**config.mk**
```make
export PLATFORM = sky130hd
export DESIGN_NAME = cfgbus_top
export DESIGN_NICKNAME = d
export VERILOG_FILES = /design/src/rtl/cfgbus_pkg.sv /design/src/rtl/cfgbus_dp.sv /design/src/rtl/cfgbus_ctrl.sv /design/src/rtl/cfgbus_top.sv
export SDC_FILE = /design/constraint.sdc
export NUM_CORES = 1
export LEC_CHECK = 0
export BUFFER_PORTS_ARGS = -buffer_cell sky130_fd_sc_hd__buf_2
export CAP_MARGIN = 20
export CORE_MARGIN = 4
export CORE_UTILIZATION = 62
export DETAILED_ROUTE_END_ITERATION = 7
export PLACE_DENSITY = 0.9
export SETUP_SLACK_MARGIN = 0.1
export SKIP_CTS_REPAIR_TIMING = 1
export SLEW_MARGIN = 40
export SYNTH_ARGS = -nofsm -noshare
export SYNTH_HDL_FRONTEND = slang
export SYNTH_SLANG_ARGS = --single-unit
```
**constraint.sdc**
```tcl
create_clock -name clk -period 3.2 [get_ports clk]
set_clock_uncertainty 0.1 [all_clocks]
set_input_delay 0.16 -clock clk [delete_from_list [all_inputs] [get_ports clk]]
set_output_delay 0.16 -clock clk [all_outputs]
set_load 0.05 [all_outputs]
```
**src/rtl/cfgbus_pkg.sv**
```systemverilog
package cfgbus_pkg;

  // Bus events derived from the synchronized pins.
  typedef struct packed {
    logic sclRise;
    logic sclFall;
    logic startDet;
    logic stopDet;
    logic sdaBit;
  } busEvt_t;

  // Strobes from the sequencer to the datapath.
  typedef struct packed {
    logic shiftIn;
    logic loadTx;
    logic shiftTx;
    logic wrEn;
    logic ptrInc;
    logic ptrClr;
  } dpCtl_t;

  typedef enum logic [2:0] {
    ST_IDLE,
    ST_ADDR,
    ST_ADDR_ACK,
    ST_WR_BYTE,
    ST_WR_ACK,
    ST_RD_BYTE,
    ST_RD_ACK
  } seqState_t;

endpackage

```
**src/rtl/cfgbus_dp.sv**
```systemverilog
module cfgbus_dp
  import cfgbus_pkg::*;
#(
  parameter int NUM_REGS    = 7,
  parameter int SYNC_STAGES = 2,
  parameter int IDX_W       = 4,
  parameter int PRE_BYTES   = 2
) (
  input  logic                  clk,
  input  logic                  rstN,
  input  logic                  sclIn,
  input  logic                  sdaIn,
  input  dpCtl_t                ctl,
  output busEvt_t               evt,
  output logic [7:0]            rxByte,
  output logic                  txBit,
  output logic [IDX_W-1:0]      byteIdx,
  output logic [NUM_REGS*8-1:0] regFlat
);

  localparam logic [IDX_W-1:0] IDX_MAX    = '1;
  localparam logic [7:0]       COUNT_BYTE = 8'(NUM_REGS);

  // Pin synchronizers plus one delay stage for edge detection
  logic [SYNC_STAGES-1:0] sclPipe, sdaPipe;
  logic sclDly, sdaDly;
  logic sclNow, sdaNow;

  always_ff @(posedge clk) begin
    if (!rstN) begin
      sclPipe <= '1;
      sdaPipe <= '1;
      sclDly  <= 1'b1;
      sdaDly  <= 1'b1;
    end else begin
      sclPipe <= {sclPipe[SYNC_STAGES-2:0], sclIn};
      sdaPipe <= {sdaPipe[SYNC_STAGES-2:0], sdaIn};
      sclDly  <= sclPipe[SYNC_STAGES-1];
      sdaDly  <= sdaPipe[SYNC_STAGES-1];
    end
  end

  assign sclNow       = sclPipe[SYNC_STAGES-1];
  assign sdaNow       = sdaPipe[SYNC_STAGES-1];
  assign evt.sclRise  = sclNow & ~sclDly;
  assign evt.sclFall  = ~sclNow & sclDly;
  assign evt.startDet = sclNow & sclDly & sdaDly & ~sdaNow;
  assign evt.stopDet  = sclNow & sclDly & ~sdaDly & sdaNow;
  assign evt.sdaBit   = sdaNow;

  // Receive shifter
  always_ff @(posedge clk) begin
    if (!rstN) rxByte <= '0;
    else if (ctl.shiftIn) rxByte <= {rxByte[6:0], sdaNow};
  end

  // Byte position within the transfer
  always_ff @(posedge clk) begin
    if (!rstN) byteIdx <= '0;
    else if (ctl.ptrClr) byteIdx <= '0;
    else if ((ctl.ptrInc || ctl.loadTx) && byteIdx != IDX_MAX) byteIdx <= byteIdx + 1'b1;
  end

  // Register file: data byte g sits after the preamble bytes
  for (genvar g = 0; g < NUM_REGS; g++) begin : gReg
    logic [7:0] q;
    always_ff @(posedge clk) begin
      if (!rstN) q <= 8'hFF;
      else if (ctl.wrEn && byteIdx == IDX_W'(g + PRE_BYTES)) q <= rxByte;
    end
    assign regFlat[g*8 +: 8] = q;
  end

  // Transmit byte selection: count first, then registers
  logic [7:0] txNext, txShift;
  always_comb begin
    txNext = 8'hFF;
    if (byteIdx == '0) txNext = COUNT_BYTE;
    for (int i = 0; i < NUM_REGS; i++) begin
      if (byteIdx == IDX_W'(i + 1)) txNext = regFlat[i*8 +: 8];
    end
  end

  always_ff @(posedge clk) begin
    if (!rstN) txShift <= 8'hFF;
    else if (ctl.loadTx) txShift <= txNext;
    else if (ctl.shiftTx) txShift <= {txShift[6:0], 1'b1};
  end

  assign txBit = txShift[7];

endmodule

```
**src/rtl/cfgbus_ctrl.sv**
```systemverilog
module cfgbus_ctrl
  import cfgbus_pkg::*;
#(
  parameter logic [6:0] DEV_ADDR  = 7'h6A,
  parameter int         NUM_REGS  = 7,
  parameter int         IDX_W     = 4,
  parameter int         PRE_BYTES = 2
) (
  input  logic             clk,
  input  logic             rstN,
  input  busEvt_t          evt,
  input  logic [7:0]       rxByte,
  input  logic             txBit,
  input  logic [IDX_W-1:0] byteIdx,
  output dpCtl_t           ctl,
  output logic             sdaOe
);

  localparam logic [IDX_W-1:0] WR_LIMIT  = IDX_W'(PRE_BYTES + NUM_REGS);
  localparam logic [3:0]       BYTE_BITS = 4'd8;

  seqState_t  state, stateNx;
  logic [3:0] bitCnt, bitCntNx;
  logic       hostNack, hostNackNx;
  logic       byteDone, bitIn;

  always_ff @(posedge clk) begin
    if (!rstN) begin
      state    <= ST_IDLE;
      bitCnt   <= '0;
      hostNack <= 1'b0;
    end else begin
      state    <= stateNx;
      bitCnt   <= bitCntNx;
      hostNack <= hostNackNx;
    end
  end

  assign byteDone = evt.sclFall && bitCnt == BYTE_BITS;
  assign bitIn    = evt.sclRise && bitCnt < BYTE_BITS;

  always_comb begin
    stateNx    = state;
    bitCntNx   = bitCnt;
    hostNackNx = hostNack;
    ctl        = '0;
    if (evt.stopDet) begin
      stateNx = ST_IDLE;
    end else if (evt.startDet) begin
      stateNx    = ST_ADDR;
      bitCntNx   = '0;
      ctl.ptrClr = 1'b1;
    end else begin
      case (state)
        ST_ADDR: begin
          if (bitIn) begin
            ctl.shiftIn = 1'b1;
            bitCntNx    = bitCnt + 1'b1;
          end else if (byteDone) begin
            stateNx = (rxByte[7:1] == DEV_ADDR) ? ST_ADDR_ACK : ST_IDLE;
          end
        end
        ST_ADDR_ACK: begin
          if (evt.sclFall) begin
            bitCntNx = '0;
            if (rxByte[0]) begin
              ctl.loadTx = 1'b1;
              stateNx    = ST_RD_BYTE;
            end else begin
              stateNx = ST_WR_BYTE;
            end
          end
        end
        ST_WR_BYTE: begin
          if (bitIn) begin
            ctl.shiftIn = 1'b1;
            bitCntNx    = bitCnt + 1'b1;
          end else if (byteDone) begin
            if (byteIdx < WR_LIMIT) begin
              ctl.wrEn = 1'b1;
              stateNx  = ST_WR_ACK;
            end else begin
              stateNx = ST_IDLE;
            end
          end
        end
        ST_WR_ACK: begin
          if (evt.sclFall) begin
            ctl.ptrInc = 1'b1;
            bitCntNx   = '0;
            stateNx    = ST_WR_BYTE;
          end
        end
        ST_RD_BYTE: begin
          if (bitIn) begin
            bitCntNx = bitCnt + 1'b1;
          end else if (byteDone) begin
            stateNx = ST_RD_ACK;
          end else if (evt.sclFall && bitCnt != '0) begin
            ctl.shiftTx = 1'b1;
          end
        end
        ST_RD_ACK: begin
          if (evt.sclRise) begin
            hostNackNx = evt.sdaBit;
          end else if (evt.sclFall) begin
            if (!hostNack) begin
              ctl.loadTx = 1'b1;
              bitCntNx   = '0;
              stateNx    = ST_RD_BYTE;
            end else begin
              stateNx = ST_IDLE;
            end
          end
        end
        default: ;
      endcase
    end
  end

  always_comb begin
    case (state)
      ST_ADDR_ACK, ST_WR_ACK: sdaOe = 1'b1;
      ST_RD_BYTE:             sdaOe = ~txBit;
      default:                sdaOe = 1'b0;
    endcase
  end

endmodule

```
**src/rtl/cfgbus_top.sv**
```systemverilog
module cfgbus_top
  import cfgbus_pkg::*;
#(
  parameter logic [6:0] DEV_ADDR    = 7'h6A,
  parameter int         NUM_REGS    = 7,
  parameter int         SYNC_STAGES = 2,
  parameter int         NUM_PAIRS   = 6
) (
  input  logic                 clk,
  input  logic                 rstN,
  input  logic                 sclIn,
  input  logic                 sdaIn,
  output logic                 sdaOe,
  output logic [NUM_PAIRS-1:0] pairEn
);

  localparam int PRE_BYTES      = 2;
  localparam int IDX_W          = $clog2(NUM_REGS + PRE_BYTES + 2);
  localparam int EN_BYTE_A      = 5;
  localparam int EN_BYTE_B      = 6;
  localparam int PAIRS_PER_BYTE = NUM_PAIRS / 2;

  busEvt_t               busEvt;
  dpCtl_t                dpCtl;
  logic [7:0]            rxByte;
  logic                  txBit;
  logic [IDX_W-1:0]      byteIdx;
  logic [NUM_REGS*8-1:0] regFlat;
  logic                  stopSeen, fallSeen;

  cfgbus_dp #(
    .NUM_REGS(NUM_REGS), .SYNC_STAGES(SYNC_STAGES), .IDX_W(IDX_W), .PRE_BYTES(PRE_BYTES)
  ) uDp (
    .clk(clk), .rstN(rstN), .sclIn(sclIn), .sdaIn(sdaIn), .ctl(dpCtl),
    .evt(busEvt), .rxByte(rxByte), .txBit(txBit), .byteIdx(byteIdx), .regFlat(regFlat)
  );

  cfgbus_ctrl #(
    .DEV_ADDR(DEV_ADDR), .NUM_REGS(NUM_REGS), .IDX_W(IDX_W), .PRE_BYTES(PRE_BYTES)
  ) uCtrl (
    .clk(clk), .rstN(rstN), .evt(busEvt), .rxByte(rxByte), .txBit(txBit),
    .byteIdx(byteIdx), .ctl(dpCtl), .sdaOe(sdaOe)
  );

  for (genvar k = 0; k < PAIRS_PER_BYTE; k++) begin : gPair
    assign pairEn[k]                  = regFlat[EN_BYTE_A*8 + k];
    assign pairEn[PAIRS_PER_BYTE + k] = regFlat[EN_BYTE_B*8 + k];
  end

  assign stopSeen = busEvt.stopDet;
  assign fallSeen = busEvt.sclFall;

endmodule

```
# [Word level (Yosys, flattened, before mapping)]
# Index checks and enable logic that the tools add are counted.
# Widths: inputs -> output; s select.
[word_totals] output_inout_bits=7 in_bits=4 reg_bits=90 wordCells=160
[classes] n_reduce_logical=28 n_eq_ne=40 bitwise=15 addsub=2 mux=55 n_lt_le_gt_ge=2
[op_table] cell="$mux 8" n=10
[op_table] cell="$mux 3" n=13
[op_table] cell="$mux 4" n=6
[op_table] cell="$ne 3x3->1 const B" n=8
[op_table] cell="$reduce_and 11->1" n=2
[op_table] cell="$mux 1" n=19
[op_table] cell="$pmux 3 s6" n=1
[op_table] cell="$eq 4x3->1 const B" n=4
[op_table] cell="$ne 2x2->1 const B" n=7
[op_table] cell="$pmux 4 s3" n=1
[op_table] cell="$logic_and 1x1->1" n=11
[op_table] cell="$eq 3x3->1 const B" n=3
[op_table] cell="$ne 3x2->1 const B" n=3
[op_table] cell="$add 4x1->4 const B" n=2
[op_table] cell="$eq 4x2->1 const B" n=2
[op_table] cell="$eq 4x4->1 const B" n=2
[op_table] cell="$lt 4x4->1 const B" n=2
[op_table] cell="$not 1->1" n=8
[op_table] cell="$reduce_bool 4->1" n=2
[op_table] cell="$reduce_or 2->1" n=4
[op_table] cell="$and 1x1->1" n=7
[op_table] cell="$eq 7x7->1 const B" n=1
[op_table] cell="$reduce_and 7->1" n=1
[op_table] cell="$reduce_bool 7->1" n=1
[op_table] cell="16 further kinds" n=22

# [Logic depth before layout (Yosys ltp)]
[logic_depth] word_depth=11 mapped_depth=8 depth_no_buf=7

# [By module]
# From an unflattened synthesis, not the netlist that was laid out.
[unflattened] cells_unflattened=542 area_unflattened_um2=4521.8
[modules_own_cells] module="cfgbus_dp" area_per_inst_um2=3853.7 instances=1 seq_area_each_um2=1641.6 cells_per_inst=456
[modules_own_cells] module="cfgbus_ctrl" area_per_inst_um2=668.1 instances=1 seq_area_each_um2=160.2 cells_per_inst=86

# [Worst setup path before layout]
# Ideal clock, no wire load.
[synth_timing] kind="register -> register" from="register uDp.byteIdx[0]" to="register uDp.gReg[6].q[0]" setup_time_ns=0.129 required_ns=2.971 slack_ns=0.994 t_arrival_ns=1.977 stages_incl_launch_ff=9 path_buffers=1 period_less_slack_ns=2.206 path_cell_list="dfxtp_1 inv_1 ha_1 nand2b_4 a2111oi_4 and4_1 buf_6 mux2i_1 nand2_1"
[synth_via] elab_chain_cells=8 word_cells_on_any_way=9 classes_between="order compare: 1; eq/ne: 1; mux: 6; reduce/logical: 1"
[synth_rtl] item="start, declared" line="cfgbus_dp.sv:17" rtl="output logic [IDX_W-1:0] byteIdx,"
[synth_rtl] item="start signal, assigned" line="cfgbus_dp.sv:61" rtl="else if ((ctl.ptrInc || ctl.loadTx) && byteIdx != IDX_MAX) byteIdx <= byteIdx + 1'b1;"
[synth_rtl] item="$lt 4x4->1" line="cfgbus_ctrl.sv:79" rtl="if (byteIdx < WR_LIMIT) begin"
[synth_rtl] item="$mux 1" line="cfgbus_ctrl.sv:79"
[synth_rtl] item="$mux 1" line="cfgbus_ctrl.sv:78" rtl="end else if (byteDone) begin"
[synth_rtl] item="$mux 1" line="cfgbus_ctrl.sv:75" rtl="if (bitIn) begin"
[synth_rtl] item="$mux 1" line="cfgbus_ctrl.sv:54" rtl="case (state)"
[synth_rtl] item="$mux 5" line="cfgbus_ctrl.sv:49" rtl="end else if (evt.startDet) begin"
[synth_rtl] item="$mux 6" line="cfgbus_ctrl.sv:47" rtl="if (evt.stopDet) begin"
[synth_rtl] item="$logic_and 1x1->1 (*)" line="cfgbus_dp.sv:69" rtl="else if (ctl.wrEn && byteIdx == IDX_W'(g + PRE_BYTES)) q <= rxByte;"
[synth_rtl] item="end signal, assigned" line="cfgbus_dp.sv:69"
[synth_rtl] item="end, declared" line="cfgbus_dp.sv:66" rtl="logic [7:0] q;"
# Every way passes the cells marked *; elsewhere a longest branch is shown, timed or not.
# A chain may end at the register's enable or synchronous reset.

# [Final worst setup path]
[layout_timing] from="register uCtrl.state[1]" to="register uDp.gReg[6].q[2]"
[layout_via] elab_chain_cells=5
[layout_rtl] item="start, declared" line="cfgbus_ctrl.sv:22" rtl="seqState_t state, stateNx;"
[layout_rtl] item="start signal, assigned" line="cfgbus_ctrl.sv:33" rtl="state <= stateNx;"
[layout_rtl] item="$eq 3x2->1" line="cfgbus_ctrl.sv:54"
[layout_rtl] item="$mux 1" line="cfgbus_ctrl.sv:54"
[layout_rtl] item="$mux 5" line="cfgbus_ctrl.sv:49"
[layout_rtl] item="$mux 6" line="cfgbus_ctrl.sv:47"
[layout_rtl] item="$logic_and 1x1->1" line="cfgbus_dp.sv:69"
# No other way between the ends.

==> results by stage <==
Critical path:
- Of all nets on the critical path, the largest fanout is 13.
- For the worst setup path, the data required time is 3.31 ns.
- The critical path capture point type is a register.
- The critical path startpoint category is a register.
- The critical path arrival is 2.87 ns.
- The logic depth of the worst register-to-register path is 5.
- The critical path is of the reg -> reg type.

Yosys:
- The commonest register cell after synthesis is dfxtp_1.
- Of the synthesized area, sequential elements account for 41.0%.
- The count of unique library cells instantiated by Yosys is 55.
- The synthesized netlist net count is 500.
- For this run, the number of Yosys warnings is 0.
- Synthesis handed over a netlist of 489 instances.
- Counting flops with an async set or reset pin after synthesis yields a share of 0%.
- The number of synthesized register bits is 90.
- The count of flip-flops with a built-in enable after synthesis is 0.
- In this run the cell area of the synthesized design comes to 4390 um^2.
- The synthesized area per cell is 8.98 um^2.

Global route:
- Global routing used 3.94% of the available met3 tracks.
- The total overflow left after global routing is 0.
- The via count of the first global-routing pass is 3277.
- The initial antenna violation count was 0.
- The most utilized layer in the global route result is met2.
- For this run, the total global-route usage over all layers was measured as 23.8%.
- The first global-routing pass estimated 15900 um of wire.
- For this run, global-route usage on met1 was measured as 31.3%.
- The maximum number of pins on one net before global-route repair is 68.
- In the global route stage, met2 resource usage came out at 37.8%.

Layout:
- Cells fill 67.9% of the core in the end.
- In the final layout, the share of cells above drive strength 1 is 9.32%.
- Fill cells in the final layout number 548.
- The number of antenna diodes in the final layout is 0.
- The final layout contains 489 nets.
- Relative to the synthesized area, the layout overhead comes to 5.56%.

Route:
- The first-iteration detailed-routing DRC count is 358.
- In the routed design, unresolved DRC markers number 0.
- Using the TritonRoute via totals, the vias-per-cell ratio works out to 6.02.
- Across all layers, the routed design uses 3488 vias.
- The detailed-route wire length per cell is 16.9 um.
- The detail route stage leaves a number of antenna-violating nets equal to 0.
- The routed wire length is 9760 um.
- The first detailed-routing pass ran for 5 iterations.

Power and ir drop:
- The largest voltage drop on the vdd net is 264 uV.
- The internal cell power is 1.58 mW.
- Per report_power, the combinational group accounts for 2.2% of the total.
- For this design the ratio of total power to cell area is 435 nW/um^2.
- Of the total power, the share spent switching nets is 21.8%.
- The net switching component of the power is 0.439 mW.
- The leakage power is 1.86 nW.
- Of the total power, registers draw 56.0%.
- The proportion of power drawn by the clock network is 41.8%.

Die:
- The die covers 8490 um^2.
- The number of ports placed on the die boundary is 11.
- Measured along the x axis, the die boundary spans 92.2 um.
- Row generation in the floorplan step produced 30 rows.
- The total area inside the core boundary comes to 6830 um^2.
- The die is 92.2 um tall.
- The initial utilization of the core area, before any placement, comes to 64.3%.

STA:
- The count of pins over their slew limit came to 0.
- For the pin with the worst max-slew slack, the measured transition is 0.881 ns.
- In the finished design, the share of the clock period the worst path needs comes to 86.0%.
- The final hold violation count was 0.
- The timing-limited maximum frequency is 363 MHz.
- The number of endpoints failing setup at the final stage is 0.
- The setup TNS after final layout is 0 ns.
- The tightest slew margin relative to the limit is 41.3%.
- Setup repair after global routing left no endpoint under its margin.
- Counting I/O delays and the setup requirement, the final critical path takes 2.75 ns.

Min path:
- The worst min-delay path class is reg -> reg.
- The number of cells on the worst hold path is 1.

CTS:
- Clock-pin slew was measured on the worst setup and hold paths at 0.09 ns.
- The insertion delay of the later-clocked pin in the worst-skew pair is 0.37 ns.
- The clock passes through at most 2 buffers.
- The number of buffers added by the clock tree synthesis step is 9.
- The CTS tree is built.
- The H-tree was split into 3 levels.
- The buffer cell driving the clock tree root is clkbuf_8.
- The number of clock sinks is 90.

Placed design:
- Routability-driven placement finished with a final weighted congestion of 0.850.
- The number of I/O port buffers is 10.
- The placed wire-length estimate after detailed placement is 6440 um.

Run status:
- The flow ran to the end, and the final reports show no timing, DRC or antenna violations.

Job:
- The number of maximum-capacitance violations is 0.
-- sequential cells by signal (all words and copies together), names as in the netlist --
signal          count
uDp.gReg.q         56
uDp.rxByte          8
uDp.txShift         8
uCtrl.bitCnt        4
uDp.byteIdx         4
uCtrl.state         3
uDp.sclPipe         2
uDp.sdaPipe         2
uCtrl.hostNack      1
uDp.sclDly          1
uDp.sdaDly          1
-- Yosys cell counts (all sizes together) (2+ instances only) --
cell type / instances / area share [%]
mux2i: 74 / 17
buf: 21 / 3.5
ha: 7 / 2.0
inv: 15 / 1.3
o221ai: 6 / 1.2
nor2b: 5 / 0.71
nor3: 2 / 0.23
clkbuf: 21 / 1.8
and2: 2 / 0.28
nand2: 95 / 8.1
a31oi: 4 / 0.57
nand4: 2 / 0.28
nor4b: 2 / 0.40
nand3: 17 / 2.8
mux2: 2 / 0.51
or2: 2 / 0.28
a21oi: 12 / 1.4
o2111ai: 5 / 1.0
and3: 2 / 0.28
nor3b: 5 / 0.85
nor4: 3 / 0.77
o211ai: 2 / 0.34
o311ai: 3 / 0.60
a211oi: 3 / 0.51
nand3b: 2 / 0.34
o21ai: 20 / 2.3
a22oi: 5 / 0.85
nor2: 24 / 2.1
a221o: 2 / 0.46
dfxtp: 90 / 41
o22ai: 3 / 0.43
nand2b: 15 / 2.4
xnor2: 2 / 0.40
-- worst max-delay path, stage by stage (launching register included) --
cell	delay, ns
dfxtp_1	0.62
nand3b_1	0.21
a2111oi_4	0.69
and4_1	0.58
mux2i_1	0.30
nand2_1	0.09
-- through the flow --
step	power [mW]	hold slack [ns]	cell area (um^2)	cells	setup slack [ns]
after floorplan	1.18	0.161	4390	489	0.994
after global placement	1.19	0.247	4370	558	0.698
after detailed placement	1.19	0.243	4370	558	0.519
after CTS	2.01	-0.139	4580	574	0.455
after global routing	2.07	0.340	4640	579	0.347
final	2.01	0.312	4640	579	0.447
-- metal layers --
metal	up-vias	wire length, um
met5	-	0
met4	0	277
met3	29	635
met2	138	4500
met1	1646	4350
li1	1675	-
-- layout make-up --
| type | count | area [um^2] | area share, % |
|---|---|---|---|
| Clock buffer | 9 | 124 | 2.67 |
| Clock inverter | 7 | 93.8 | 2.02 |
| Inverter | 15 | 56.3 | 1.21 |
| Multi-Input combinational cell | 342 | 2300 | 49.7 |
| Sequential cell | 90 | 1800 | 38.9 |
| Tap cell | 96 | 120 | 2.59 |
| Timing Repair Buffer | 20 | 138 | 2.97 |
-- placed cells by master, fill, tap and decap left out, drive strengths merged, types with 4 or more instances in the layout --
| cell | n |
|---|---|
| a21oi | 12 |
| a22oi | 5 |
| a31oi | 4 |
| buf | 15 |
| clkbuf | 9 |
| dfxtp | 90 |
| dlygate4sd3 | 5 |
| ha | 7 |
| inv | 15 |
| mux2i | 74 |
| nand2 | 95 |
| nand2b | 15 |
| nand3 | 17 |
| nor2 | 24 |
| nor2b | 5 |
| nor3b | 5 |
| o2111ai | 5 |
| o21ai | 20 |
| o221ai | 6 |
-- power by group through the flow --
stage	registers, mW	clock network (mW)	logic, mW
final	1.13	0.842	0.0448
after CTS	1.13	0.847	0.0400
after global routing	1.13	0.890	0.0494
after detailed placement	1.15	0	0.0399
after global placement	1.15	0	0.0389
after floorplan	1.15	0	0.0328
-- path summary, 6_finish.rpt --
path                            slack [ns]                to           start
worst max-delay path                  0.45  uDp.gReg[6].q[2]  uCtrl.state[1]
worst min-delay path                  0.31    uDp.sclPipe[1]  uDp.sclPipe[0]
worst max register to register        0.45  uDp.gReg[6].q[2]  uCtrl.state[1]
worst min register to register        0.31    uDp.sclPipe[1]  uDp.sclPipe[0]
-- cell families after synthesis --
group                      Yosys count  share of synthesized area [%]
xor gates and xnor gates             2                          0.399
AOI/OAI and AO/OA                   72                           11.5
DFF                                 90                           41.0
muxes                               76                           17.4
adders and majority gates            7                           1.99
buffers and inverters               57                           6.61
and+or+nand+nor                    185                           21.1
Note: power is estimated with default switching activity, not from simulation.
